### src/rtl/ptw_pkg.sv
package ptw_pkg;

    typedef enum logic [2:0] {
        W_IDLE,
        W_DIR_REQ,
        W_DIR_WAIT,
        W_LEAF_REQ,
        W_LEAF_WAIT,
        W_DONE
    } walk_state_e;

    typedef enum logic [1:0] {
        FLT_NONE      = 2'b00,
        FLT_DIR_GONE  = 2'b01,
        FLT_LEAF_GONE = 2'b10,
        FLT_SWAPPED   = 2'b11
    } walk_status_e;

endpackage

### src/rtl/ptw_entry_dec.sv
module ptw_entry_dec #(
    parameter int ADDR_W = 32,
    parameter int OFF_W  = 12
) (
    input  logic [ADDR_W-1:0]       word,
    output logic                    present,
    output logic                    in_ram,
    output logic [ADDR_W-OFF_W-1:0] frame
);
    logic unused_rsvd;

    assign present     = word[0];
    assign in_ram      = word[1];
    assign frame       = word[ADDR_W-1:OFF_W];
    assign unused_rsvd = ^word[OFF_W-1:2];
endmodule

### src/rtl/ptw_addr_gen.sv
module ptw_addr_gen #(
    parameter int ADDR_W = 32,
    parameter int IW     = 10
) (
    input  logic [ADDR_W-1:0] base,
    input  logic [IW-1:0]     idx,
    output logic [ADDR_W-1:0] addr
);
    localparam int PAD_W = ADDR_W - IW - 2;

    assign addr = base + {{PAD_W{1'b0}}, idx, 2'b00};
endmodule

### src/rtl/pt_walker.sv
module pt_walker
    import ptw_pkg::*;
#(
    parameter int ADDR_W = 32,
    parameter int OFF_W  = 12,
    parameter int IDX_W  = 10
) (
    input  logic              clk,
    input  logic              rst_n,
    input  logic [ADDR_W-1:0] root_ptr,
    input  logic              req_valid,
    output logic              req_ready,
    input  logic [ADDR_W-1:0] req_vaddr,
    output logic              mem_req_valid,
    input  logic              mem_req_ready,
    output logic [ADDR_W-1:0] mem_req_addr,
    input  logic              mem_rsp_valid,
    input  logic [ADDR_W-1:0] mem_rsp_data,
    output logic              rsp_valid,
    output logic [ADDR_W-1:0] rsp_paddr,
    output logic [1:0]        rsp_status
);
    localparam int FRAME_W = ADDR_W - OFF_W;
    localparam int LEAF_LO = OFF_W;
    localparam int DIR_LO  = OFF_W + IDX_W;
    localparam int DIR_W   = ADDR_W - DIR_LO;

    typedef struct packed {
        walk_state_e        st;
        logic [DIR_LO-1:0]  va;
        logic [ADDR_W-1:0]  addr;
        logic [ADDR_W-1:0]  pa;
        walk_status_e       status;
    } walk_regs_t;

    walk_regs_t r_q, r_d;

    logic               ent_present;
    logic               ent_in_ram;
    logic [FRAME_W-1:0] ent_frame;
    logic [ADDR_W-1:0]  dir_addr;
    logic [ADDR_W-1:0]  leaf_addr;
    logic [ADDR_W-1:0]  leaf_base;
    logic               take_req;

    ptw_entry_dec #(.ADDR_W(ADDR_W), .OFF_W(OFF_W)) u_dec (
        .word    (mem_rsp_data),
        .present (ent_present),
        .in_ram  (ent_in_ram),
        .frame   (ent_frame)
    );

    ptw_addr_gen #(.ADDR_W(ADDR_W), .IW(DIR_W)) u_dir_addr (
        .base (root_ptr),
        .idx  (req_vaddr[ADDR_W-1:DIR_LO]),
        .addr (dir_addr)
    );

    assign leaf_base = {ent_frame, {OFF_W{1'b0}}};

    ptw_addr_gen #(.ADDR_W(ADDR_W), .IW(IDX_W)) u_leaf_addr (
        .base (leaf_base),
        .idx  (r_q.va[DIR_LO-1:LEAF_LO]),
        .addr (leaf_addr)
    );

    assign req_ready     = (r_q.st == W_IDLE) || (r_q.st == W_DONE);
    assign take_req      = req_ready && req_valid;
    assign mem_req_valid = (r_q.st == W_DIR_REQ) || (r_q.st == W_LEAF_REQ);
    assign mem_req_addr  = r_q.addr;
    assign rsp_valid     = (r_q.st == W_DONE);
    assign rsp_paddr     = r_q.pa;
    assign rsp_status    = r_q.status;

    always_comb begin
        r_d = r_q;
        unique case (r_q.st)
            W_IDLE, W_DONE: begin
                if (take_req) begin
                    r_d.st   = W_DIR_REQ;
                    r_d.va   = req_vaddr[DIR_LO-1:0];
                    r_d.addr = dir_addr;
                end else begin
                    r_d.st = W_IDLE;
                end
            end
            W_DIR_REQ: begin
                if (mem_req_ready) r_d.st = W_DIR_WAIT;
            end
            W_DIR_WAIT: begin
                if (mem_rsp_valid) begin
                    if (!ent_present) begin
                        r_d.st     = W_DONE;
                        r_d.status = FLT_DIR_GONE;
                        r_d.pa     = '0;
                    end else begin
                        r_d.st   = W_LEAF_REQ;
                        r_d.addr = leaf_addr;
                    end
                end
            end
            W_LEAF_REQ: begin
                if (mem_req_ready) r_d.st = W_LEAF_WAIT;
            end
            W_LEAF_WAIT: begin
                if (mem_rsp_valid) begin
                    r_d.st = W_DONE;
                    if (!ent_present) begin
                        r_d.status = FLT_LEAF_GONE;
                        r_d.pa     = '0;
                    end else if (!ent_in_ram) begin
                        r_d.status = FLT_SWAPPED;
                        r_d.pa     = '0;
                    end else begin
                        r_d.status = FLT_NONE;
                        r_d.pa     = {ent_frame, r_q.va[OFF_W-1:0]};
                    end
                end
            end
            default: r_d.st = W_IDLE;
        endcase
    end

    always_ff @(posedge clk) begin
        if (!rst_n) begin
            r_q.st     <= W_IDLE;
            r_q.va     <= '0;
            r_q.addr   <= '0;
            r_q.pa     <= '0;
            r_q.status <= FLT_NONE;
        end else begin
            r_q <= r_d;
        end
    end
endmodule

### config.mk
export PLATFORM = sky130hd
export DESIGN_NAME = pt_walker
export DESIGN_NICKNAME = d
export VERILOG_FILES = /design/src/rtl/ptw_pkg.sv /design/src/rtl/ptw_entry_dec.sv /design/src/rtl/ptw_addr_gen.sv /design/src/rtl/pt_walker.sv
export SDC_FILE = /design/constraint.sdc
export NUM_CORES = 1
export LEC_CHECK = 0
export ABC_CLOCK_PERIOD_IN_PS = 3300
export BUFFER_PORTS_ARGS = -buffer_cell sky130_fd_sc_hd__buf_2
export CAP_MARGIN = 20
export CORE_UTILIZATION = 25
export DETAILED_ROUTE_END_ITERATION = 16
export PLACE_DENSITY_LB_ADDON = 0.12
export SYNTH_ARGS = -nofsm -noshare
export SYNTH_HDL_FRONTEND = slang
export SYNTH_SLANG_ARGS = --single-unit
### constraint.sdc
create_clock -name clk -period 3.3 [get_ports clk]
set_clock_uncertainty 0.05 [all_clocks]
set_input_delay 0.165 -clock clk [delete_from_list [all_inputs] [get_ports clk]]
set_output_delay 0.165 -clock clk [all_outputs]
set_load 0.05 [all_outputs]
After elaboration in Yosys (flattened, before gate mapping)
Cells that the tools add are included.
- output and inout port bits: 69
- input bits: 101
- memory bits (read-only): 0
- register bits after elaboration: 91
- RAM bits: 0
- bits in latches: 0
- word-level logic and storage cells: 46
- memories: 0
- equal/unequal tests: 12
- order comparisons: 0
- bitwise logic cells: 0
- shifts and indexed selects: 0
- multiply operators: 0
- reductions and logical operators: 11
- add/subtract/negate cells: 2
- mux-type cells: 16
- div/mod/pow operators: 0
- operator list (cell ; number):
    $mux 34 ; 4
    $pmux 34 s2 ; 1
    $mux 66 ; 1
    $add 32x12->32 ; 2
    $mux 32 ; 2
    $pmux 32 s2 ; 1
    $mux 3 ; 5
    $pmux 3 s5 ; 1
    $ne 2x2->1 const B ; 7
    $reduce_and 4->1 ; 3
    $eq 3x2->1 const B ; 2
    $eq 3x3->1 const B ; 2
    $reduce_bool 2->1 ; 2
    $eq 3x1->1 const B ; 1
    $logic_not 3->1 ; 1
    $logic_or 1x1->1 ; 2
    $reduce_and 2->1 ; 1
    $reduce_or 2->1 ; 1
    $logic_and 1x1->1 ; 1
    $mux 1 ; 1

Logic depth before layout (Yosys ltp)
Gate-level depths: netlist of run 1.
- word-level depth: 5
- gate-level depth with buffers: 9

Modules after synthesis
Synthesis of run 1 repeated with hierarchy kept, for this count alone.
- cells, all modules: 755
- area total of the unflattened synthesis: 6323.6 µm²
- by module, submodules not included (module ; area each (µm²) ; cells each ; times used):
    pt_walker ; 4399.2 ; 491 ; 1
    ptw_addr_gen ; 879.6 ; 121 ; 2
    ptw_entry_dec ; 165.2 ; 22 ; 1

Worst setup path after synthesis of run 1
No wires, ideal clock.
- kind: input -> register
- start point: input port root_ptr[2]
- end point: register r_q (netlist bit mem_req_addr[18])
- arrival: 2038 ps
- path buffers: 1
- path slack: 1098 ps
- stages on the path: 9
- path through: ha_1 > fa_1 > a21o_1 > a31o_2 > a211oi_1 > buf_2 > or3_1 > a21oi_1 > o21a_1
- word-level cells in the longest chain between the ends: 3
- RTL lines (what ; line ; text):
    start, declared ; pt_walker.sv:10 ; input logic [ADDR_W-1:0] root_ptr,
    $add 32x12->32 ; ptw_addr_gen.sv:11 ; assign addr = base + {{PAD_W{1'b0}}, idx, 2'b00};
    $mux 32 ; pt_walker.sv:79 ; if (take_req) begin
    $pmux 32 s2 ; pt_walker.sv:77 ; unique case (r_q.st)
    end signal, assigned ; pt_walker.sv:132 ; r_q <= r_d;
    end, declared ; pt_walker.sv:36 ; walk_regs_t r_q, r_d;
Every way passes these cells. The select of a mux whose other input is x is not followed.
A chain may end at the register's enable or synchronous reset.

Final worst setup path of run 1
- start point: register r_q[88] (netlist name)
- end point: register r_q (netlist bit mem_req_addr[5])
- word-level cells in the longest chain between the ends: 5
- elaborated cells between the ends (all ways): 12
- classes of those cells: eq/ne: 5; mux: 1; reduce/logical: 6
- RTL lines (what ; line ; text):
    $eq 3x3->1 / $logic_not 3->1 (equally long branches) ; pt_walker.sv:67, pt_walker.sv:77 ;
    $logic_or 1x1->1 ; pt_walker.sv:67 ; assign req_ready = (r_q.st == W_IDLE) || (r_q.st == W_DONE);
    $logic_and 1x1->1 ; pt_walker.sv:68 ; assign take_req = req_ready && req_valid;
    $ne 2x2->1 (no source line) ; n/a ;
    $reduce_and 4->1 (no source line) ; n/a ;
Parallel ways exist; a longest one is shown, timed or not.

==> metrics list, run 1 <==
- Setup Crit Path Kind: reg2reg
- Final global-route overflow total: 0
* R2r startpoint: r_q[88]$_SDFFE_PN0P_
- Dominant synthesized flop cell: dfxtp_1
* Ys async rst share: 0%
- CTS saw 91 sinks.
- Highest metal layer used by the detailed router: met5
- Final GP Congestion: 0.757
* WP data arrival: 2630 ps
- Detailed placement finished with a half-perimeter wire length of 11.9 mm.
- The first routing iteration left 239 violations.
- Top achievable clock speed: 413 MHz
- The final route contains 4781 vias.
* Sw Ratio: 32.7%
- Compared with the post-synthesis result, the final layout area differs by 20.5%.
- Number of iterations in the first detailed-routing pass: 4
* Cts bufs inserted: 9
- Final core area utilization: about 30%
- M1 WL: 6.84 mm
- Summed over all layers, the routed wires come to 15.9 mm.
* Antenna violations before repair: 2
- Worst-case register-to-register setup slack: 880 ps
- Area of the mapped netlist: 5010 µm²
- CTS placed an instance of clkbuf_16 at the clock tree root.
- Clock-pin slew was measured on the worst setup and hold paths at 70 ps.
* Destination of the worst hold path: r_q[84]$_SDFFE_PN0P_
- Setup violations remaining at the end of the flow were counted as 0.
- Clock network power share: approximately 36%
- Synthesis produced a netlist with a net count of 756.
- Measured along the y axis, the die boundary spans about 140 µm.
- Status: finished clean
- Nature of the critical path endpoint: flop
- In this run the standard cell core region covers 19500 µm².
- In the routed design, unresolved DRC markers number 0.
* Internal Power: 2.00 mW
- Top cells by area, synth: dfxtp_1 36%, buf_4 10%, a21oi_1 9.3%
* Htree depth: 3
- Most used standard cell by instance count after synthesis: nand2_1
- Synthesis instantiated 52 different standard cells from the library.
* Worst Max-Slew Pin Slew: 828 ps
- Number of cells on the worst reg-to-reg path: 5
- The path class of the tightest hold or removal check is in2reg.
- The worst hold path begins at req_vaddr[18].
- In this run, synthesis produced a sequential element count of just over 90.
* Number of port buffers: about 160
* Endpoint of the worst-slack reg-to-reg timing path: mem_req_addr[5]$_SDFFE_PN0P_
- In this run the count of I/O pins placed on the die edge is 170.
- Synthesized area per cell: 7.77 µm²
* Worst slack at placement: 749 ps
- Fraction of final layout cells with drive strength greater than 1: 27.4%
- The routed design uses between 7 and 8 mm of met2 wire.
- TritonCTS clock tree: yes
- After synthesis, flip-flops and latches occupy 36.4% of the total area.
- The count of endpoints failing hold in the final timing report was 0.
* Horizontal die dimension: approximately 140 µm
- Post-CTS timing repair inserted 0 buffers for setup.
* Worst path setup slack after routing: 879 ps
- Wire length of the first global-routing pass: approximately 24 mm
* Post-synthesis cell count: 644
* Final Cycle Share: 73.4%
- Max-slew violation count: 0
- Rel. slew slack: 44.8%
- The clock passes through at most 2 buffers.
- Post-CTS resize count: 0
- Largest net degree at the start of global routing: 37
- Number of enable flip-flop cells after synthesis: 0
- The number of global-route vias before repair came to approximately 4600.
- In the synthesized netlist, the cells that appear most often are 103 x nand2_1, 93 x a21oi_1, 91 x dfxtp_1, 67 x buf_4, 50 x nand3_1.
- Global routing consumed, over all layers together, 15.6% of the routing resources.
* Per-cell routed wire length: 15.9 µm
- After detailed routing, the number of vias per cell comes to 4.77.
- The tool flagged a number of max-cap violations equal to 0.
* Maximum fanout along the worst path: 12
* Maximum vdd drop: 243 µV
- Seq pwr share: 40.7%
- Clock latency reported for the late side of the worst-skew pair: roughly 350 ps
* Net count reported at finish: 843
* Post-layout minimum cycle time: 2420 ps
- The analysis attributes to net switching a power of 972 µW.
* Critical Path Source Type: flop
* Hold buffers post-CTS: 15
* Worst hold path stage count: 3
- Post-synth top area share: 36.4%
* Leading area contributor after synthesis: dfxtp_1
* Met3 routed wirelength: 991 µm
- Die outline area: about 20000 µm²
* Starting utilization of the core area: 25.6%
- Accumulated negative setup slack: 0 ps
- Leakage component of the power: 2.49 nW
* Worst endpoint required time: 3510 ps
- The detail route stage leaves a number of antenna-violating nets equal to 0.
- RSZ-0062 raised after global routing: false
* Share of power burned in combinational logic: a little under a quarter
- For this run, the number of Yosys warnings is 0.
- Row count: 51
* Ratio of total power to cell area: 493 nW/µm²
## per-stage QoR
| stage | instance area [µm²] | power, mW | std cells | hold slack, ps |
|---|---|---|---|---|
| 6_report | 6030 | 2.98 | 1002 | 16.6 |
| 4_1_cts | 6030 | 3.04 | 1001 | 1.23 |
| 2_1_floorplan | 5010 | 1.75 | 644 | 251 |
| 3_3_place_gp | 5580 | 1.92 | 970 | 359 |
| 3_5_place_dp | 5580 | 1.93 | 970 | 365 |
| 5_1_grt | 6030 | 3.13 | 1002 | 14.6 |
## power by group through the flow
stage                     Sequential, mW  Combinational, mW  Clock, mW
after detailed placement            1.24              0.691          0
after global placement              1.23              0.685          0
after global routing                1.22              0.757       1.16
final                               1.21              0.697       1.07
after floorplan                     1.22              0.534          0
after CTS                           1.21              0.708       1.12
## metal layers
layer / vias up / global-route usage (%)
met5: - / 0
met4: 2 / 4.20
met3: 17 / 4.67
met2: 143 / 27.4
met1: 2238 / 18.2
li1: 2381 / -
## worst max-delay path by stage
stage / startpoint / endpoint / slack (ps) / cells after the start
CTS: r_q[88]$_SDFFE_PN0P_ / mem_req_addr[5]$_SDFFE_PN0P_ / 850 / 5
global route: r_q[88]$_SDFFE_PN0P_ / mem_req_addr[5]$_SDFFE_PN0P_ / 680 / 5
finish: r_q[88]$_SDFFE_PN0P_ / mem_req_addr[5]$_SDFFE_PN0P_ / 880 / 5
floorplan: root_ptr[2] / mem_req_addr[18]$_SDFFE_PN0P_ / 1100 / 9
detailed placement: root_ptr[2] / mem_req_addr[26]$_SDFFE_PN0P_ / 750 / 10
global placement: root_ptr[2] / mem_req_addr[26]$_SDFFE_PN0P_ / 750 / 10
## layout by cell type, fill, tap and decap left out, types with 6 or more instances in the layout
cell and instances:
o211ai_1 6, nand3_1 50, dlygate4sd3_1 15, nor2_1 24, xnor2_1 18, nor3_1 11, and3_1 15, nand2_1 103
dfxtp_1 91, a31oi_1 6, o22ai_1 7, buf_4 13, a21oi_1 93, o21ai_0 13, buf_2 159, clkbuf_16 9
a211oi_1 6, or3_1 6, ha_1 10
## logic make-up (layout without fill, tap and decap cells)
group | Yosys count | count (layout) | synth area share [%]
mux | 2 | 2 | 0.450
xor+xnor | 20 | 20 | 3.50
buf+inv | 114 | 206 | 13.8
other cells | 0 | 1 | 0
flops | 91 | 91 | 36.4
fa+ha+maj | 11 | 11 | 2.90
compound gates | 167 | 167 | 20.4
simple gates | 239 | 239 | 22.5
## state kept, by name, indices dropped and copies added (netlist names)
name and count:
mem_req_addr 32, rsp_status 2, rsp_paddr 32, r_q 25
## final cells by class
class / instances / area, µm²
multi-input combinational: 439 / 2520
inverter: 3 / 11.3
clock inverter: 5 / 61.3
sequential: 91 / 1820
clock buffer: 11 / 243
fill: 2211 / 13500
timing repair buffer: 187 / 1040
tap: 265 / 332
antenna: 1 / 2.50
## critical path: stages (launching register included)
cell,delay [ps]
dfxtp_1,690
clkinv_1,400
nand3b_1,540
buf_4,300
nand2_1,90
a311oi_1,250
Note: power is estimated with default switching activity, not from simulation.
==> run 2: changes to the inputs <==
ABC_CLOCK_PERIOD_IN_PS = 1900   (was 3300)
clock period = 1.9 ns   (was 3.3 ns; I/O delays follow)
==> run 2 against run 1 <==
Total power is 84% higher. Non-clock buffer count up 83. Flip-flop and latch count unchanged. Sequential share of layout area decreased by 4.0 points. Die area unchanged. Largest cell class unchanged. Cell count up 8.2%. Wire length up 8.6%. Via count up 7.3%. Count of clock-buffer cells in the layout is 1 lower. Design area up 15%. Utilization up 4.7 points. Global-route usage increased by 1.1 points.
==> metrics list, run 2 (synthesis gave the netlist of run 1 again) <==
- Htree depth: 3 (unchanged)
- Number of top-level pins: 170 (unchanged)
* Worst slack at placement: -340 ps (-1090 ps)
* Initial DRC Count: 185 (-23%)
- The count of placed standard cells in the final layout, fillers left out came to 1084 (+8.2%).
- The required time of the critical path came to 2100 ps (-1410 ps).
* WP data arrival: 2060 ps (-570 ps)
- The share of power burned in registers was 38.2% (-2.5 points).
- The count of antenna-violating nets left after detailed routing came to 0 (unchanged).
- The maximum cell stage delay along the critical path was 340 ps (-350 ps).
* Fraction of final layout cells with drive strength greater than 1: 33.5% (+6.0 points)
* Worst hold path stage count: 3 (unchanged)
* Row count: 51 (unchanged)
- The run finished with clean final reports.
- The total grt overflow is 0 (unchanged).
- The maximum count of clock buffers along a single path came to 2 (unchanged).
- Floorplan die height: 144 µm (unchanged)
* Detailed-placement wirelength estimate: 12.8 mm (+7.5%)
- Sw Pwr: 1.80 mW (+85%)
* Wire length reported by the detailed router: 17.3 mm (+8.6%)
- Starting utilization of the core area: 25.6% (unchanged)
- Rel. slew slack: 67.5% (+23 points)
- Worst path setup slack after routing: 37.7 ps (-841 ps)
* Area of the core region: 19500 µm² (unchanged)
* Number of hold violations in the final report: 0 (unchanged)
* Sw Ratio: 32.8% (+0.15 points)
- The post-layout utilization of the core came to 35.6% (+4.7 points).
- The total power draw came to 5.48 mW (+84%).
- RSZ-0062 raised after global routing: true
* Share of power burned in combinational logic: 27.9% (+4.5 points)
- Largest net degree at the start of global routing: 43 (+16%)
- Synth-to-Final Area Change: 39.0%
- The standby leakage power came to 2.94 nW (+18%).
- The detailed-route wire length per cell was 16.0 µm (+0.39%).
* Commonest cells after routing, fill and taps aside: 157 x buf_2, 103 x nand2_1, 93 x a21oi_1
* Worst Max-Slew Pin Slew: 487 ps (-341 ps)
* Setup Crit Path Kind: in2reg
- Via density: 4.73 (-0.84%)
- Antenna violations before repair: 0 (-2)
* Clock latency reported for the late side of the worst-skew pair: 350 ps (about the same)
- The number of global-route vias before repair came to 5051 (+11%).
- Maxcap violations: 0 (unchanged)
- The cell area after placement is 6060 µm² (+8.6%).
- The design internal power is 3.68 mW (+84%).
- The slowest stage of the critical path is the fa_2 cell.
* Horizontal die dimension: 144 µm (unchanged)
- The cell sitting at the root of the clock tree is a clkbuf_16.
- Traced cell by cell, the critical path runs through buf_6, ha_4, fa_2, a21o_1, a31o_4, a211oi_2, buf_4, nor3_2, xnor2_1, a2111oi_2.
- The area of the die is 20600 µm² (unchanged).
- Post-layout minimum cycle time: about 1900 ps
* Number of port buffers: 159 (unchanged)
- ANT cells: 0 (-1)
- Ratio of total power to cell area: 787 nW/µm² (+60%)
* Clock network power share: 33.9% (-2.0 points)
- Based on the critical path, the design can be clocked at up to 537 MHz.
- Count of endpoints failing setup in the final report: 0 (unchanged)
- Number of iterations in the first detailed-routing pass: 6 (+2)
- STA classifies the critical path endpoint as a flop.
- The final total negative setup slack came to 0 ps (unchanged).
- Final Cycle Share: 98.0%
- Post-route worst hold slack: 14.6 ps (-1.97 ps)
- Leaving out fill and tap cells, the most frequent cell in the layout is buf_2.
- Clock slew at the register clock pins of the worst setup and hold paths: 70 ps (about the same)
- Max-slew violation count: 0 (unchanged)
- The total number of vias came to 5129 (+7.3%).
- The number of placed cells counting well taps came to 1014 (+4.5%).
- Path type of the worst min-delay path: in2reg
- Final GP Congestion: 0.811 (+7.1%)
* Design area: 6960 µm² (+15%)
* Wire length of the first global-routing pass: 26.3 mm (+8.9%)
- The worst setup path is launched from a primary input.
* Net count reported at finish: 926 (+9.8%)
- Maximum fanout along the worst path: 6 (-6)
- The DRC violations left came to 0 (unchanged).
- The cell count of the worst reg-to-reg path was 8 (+3).
- The fill cell total of the finished layout came to 2120 (-4.1%).
- TritonCTS clock tree: yes
- TritonCTS sink count: 91 (unchanged)
- The global router's overall resource usage was 16.7% (+1.1 points).
* Cts bufs inserted: 9 (unchanged)
- Maximum vdd drop: 420 µV (+73%)
[run 2: cell types whose count changed in the layout (fill, tap and decap cells not counted), sizes merged]
cell,previous run,this run
clkinv,4,3
dlygate4sd3,15,43
buf,172,225
inv,3,5
clkbuf,11,12
diode,1,0
[run 2: area by class of cell]
cell class,count,area [µm²],area share (%)
clock buffer,10,229,3.29
clock inverter,6,72.6,1.04
inverter,3,11.3,0.162
multi-input combinational,439,2650,38.1
sequential,91,1830,26.2
tap,265,332,4.76
timing repair buffer,270,1840,26.5
[run 2: metal layers]
layer,global-route usage [%],share of wire [%]
met3,3.67,4.7
met4,5.82,2.1
met2,29.8,49
met1,19.6,44
met5,0,0
[run 2: path summary, 6_finish.rpt]
kind / slack, ps / start / to
min reg2reg: 400 / rsp_paddr[13]$_SDFFE_PN0P_ / rsp_paddr[13]$_SDFFE_PN0P_
max: 40 / req_vaddr[22] / mem_req_addr[26]$_SDFFE_PN0P_
min: 10 / root_ptr[30] / mem_req_addr[30]$_SDFFE_PN0P_
max reg2reg: 80 / r_q[89]$_SDFFE_PN0P_ / mem_req_addr[2]$_SDFFE_PN0P_
[run 2: timing repair]
action                                  CTS  global route
gates resized for setup                   0            14
setup buffers                             2             8
pin swaps                                 0            11
hold buffers                             43             0
endpoints found under the hold margin    43             0
cloned                                    0             2
endpoints found under the setup margin    1            17
[run 2: power groups by stage]
| stage | clock, mW | combinational (mW) | sequential, mW |
|---|---|---|---|
| after global routing | 1.99 | 1.66 | 2.11 |
| after CTS | 1.93 | 1.47 | 2.10 |
| after detailed placement | 0 | 1.38 | 2.14 |
| after floorplan | 0 | 0.956 | 2.11 |
| after global placement | 0 | 1.37 | 2.14 |
| final | 1.86 | 1.53 | 2.10 |
[run 2: critical path, delay by kind of cell]
kind / cells / cell delay [ps]
xor gates and xnor gates: 1 / 150
and+or+nand+nor: 1 / 50
AOI/OAI and AO/OA: 4 / 980
buffers and inverters: 2 / 280
adders and majority gates: 2 / 490
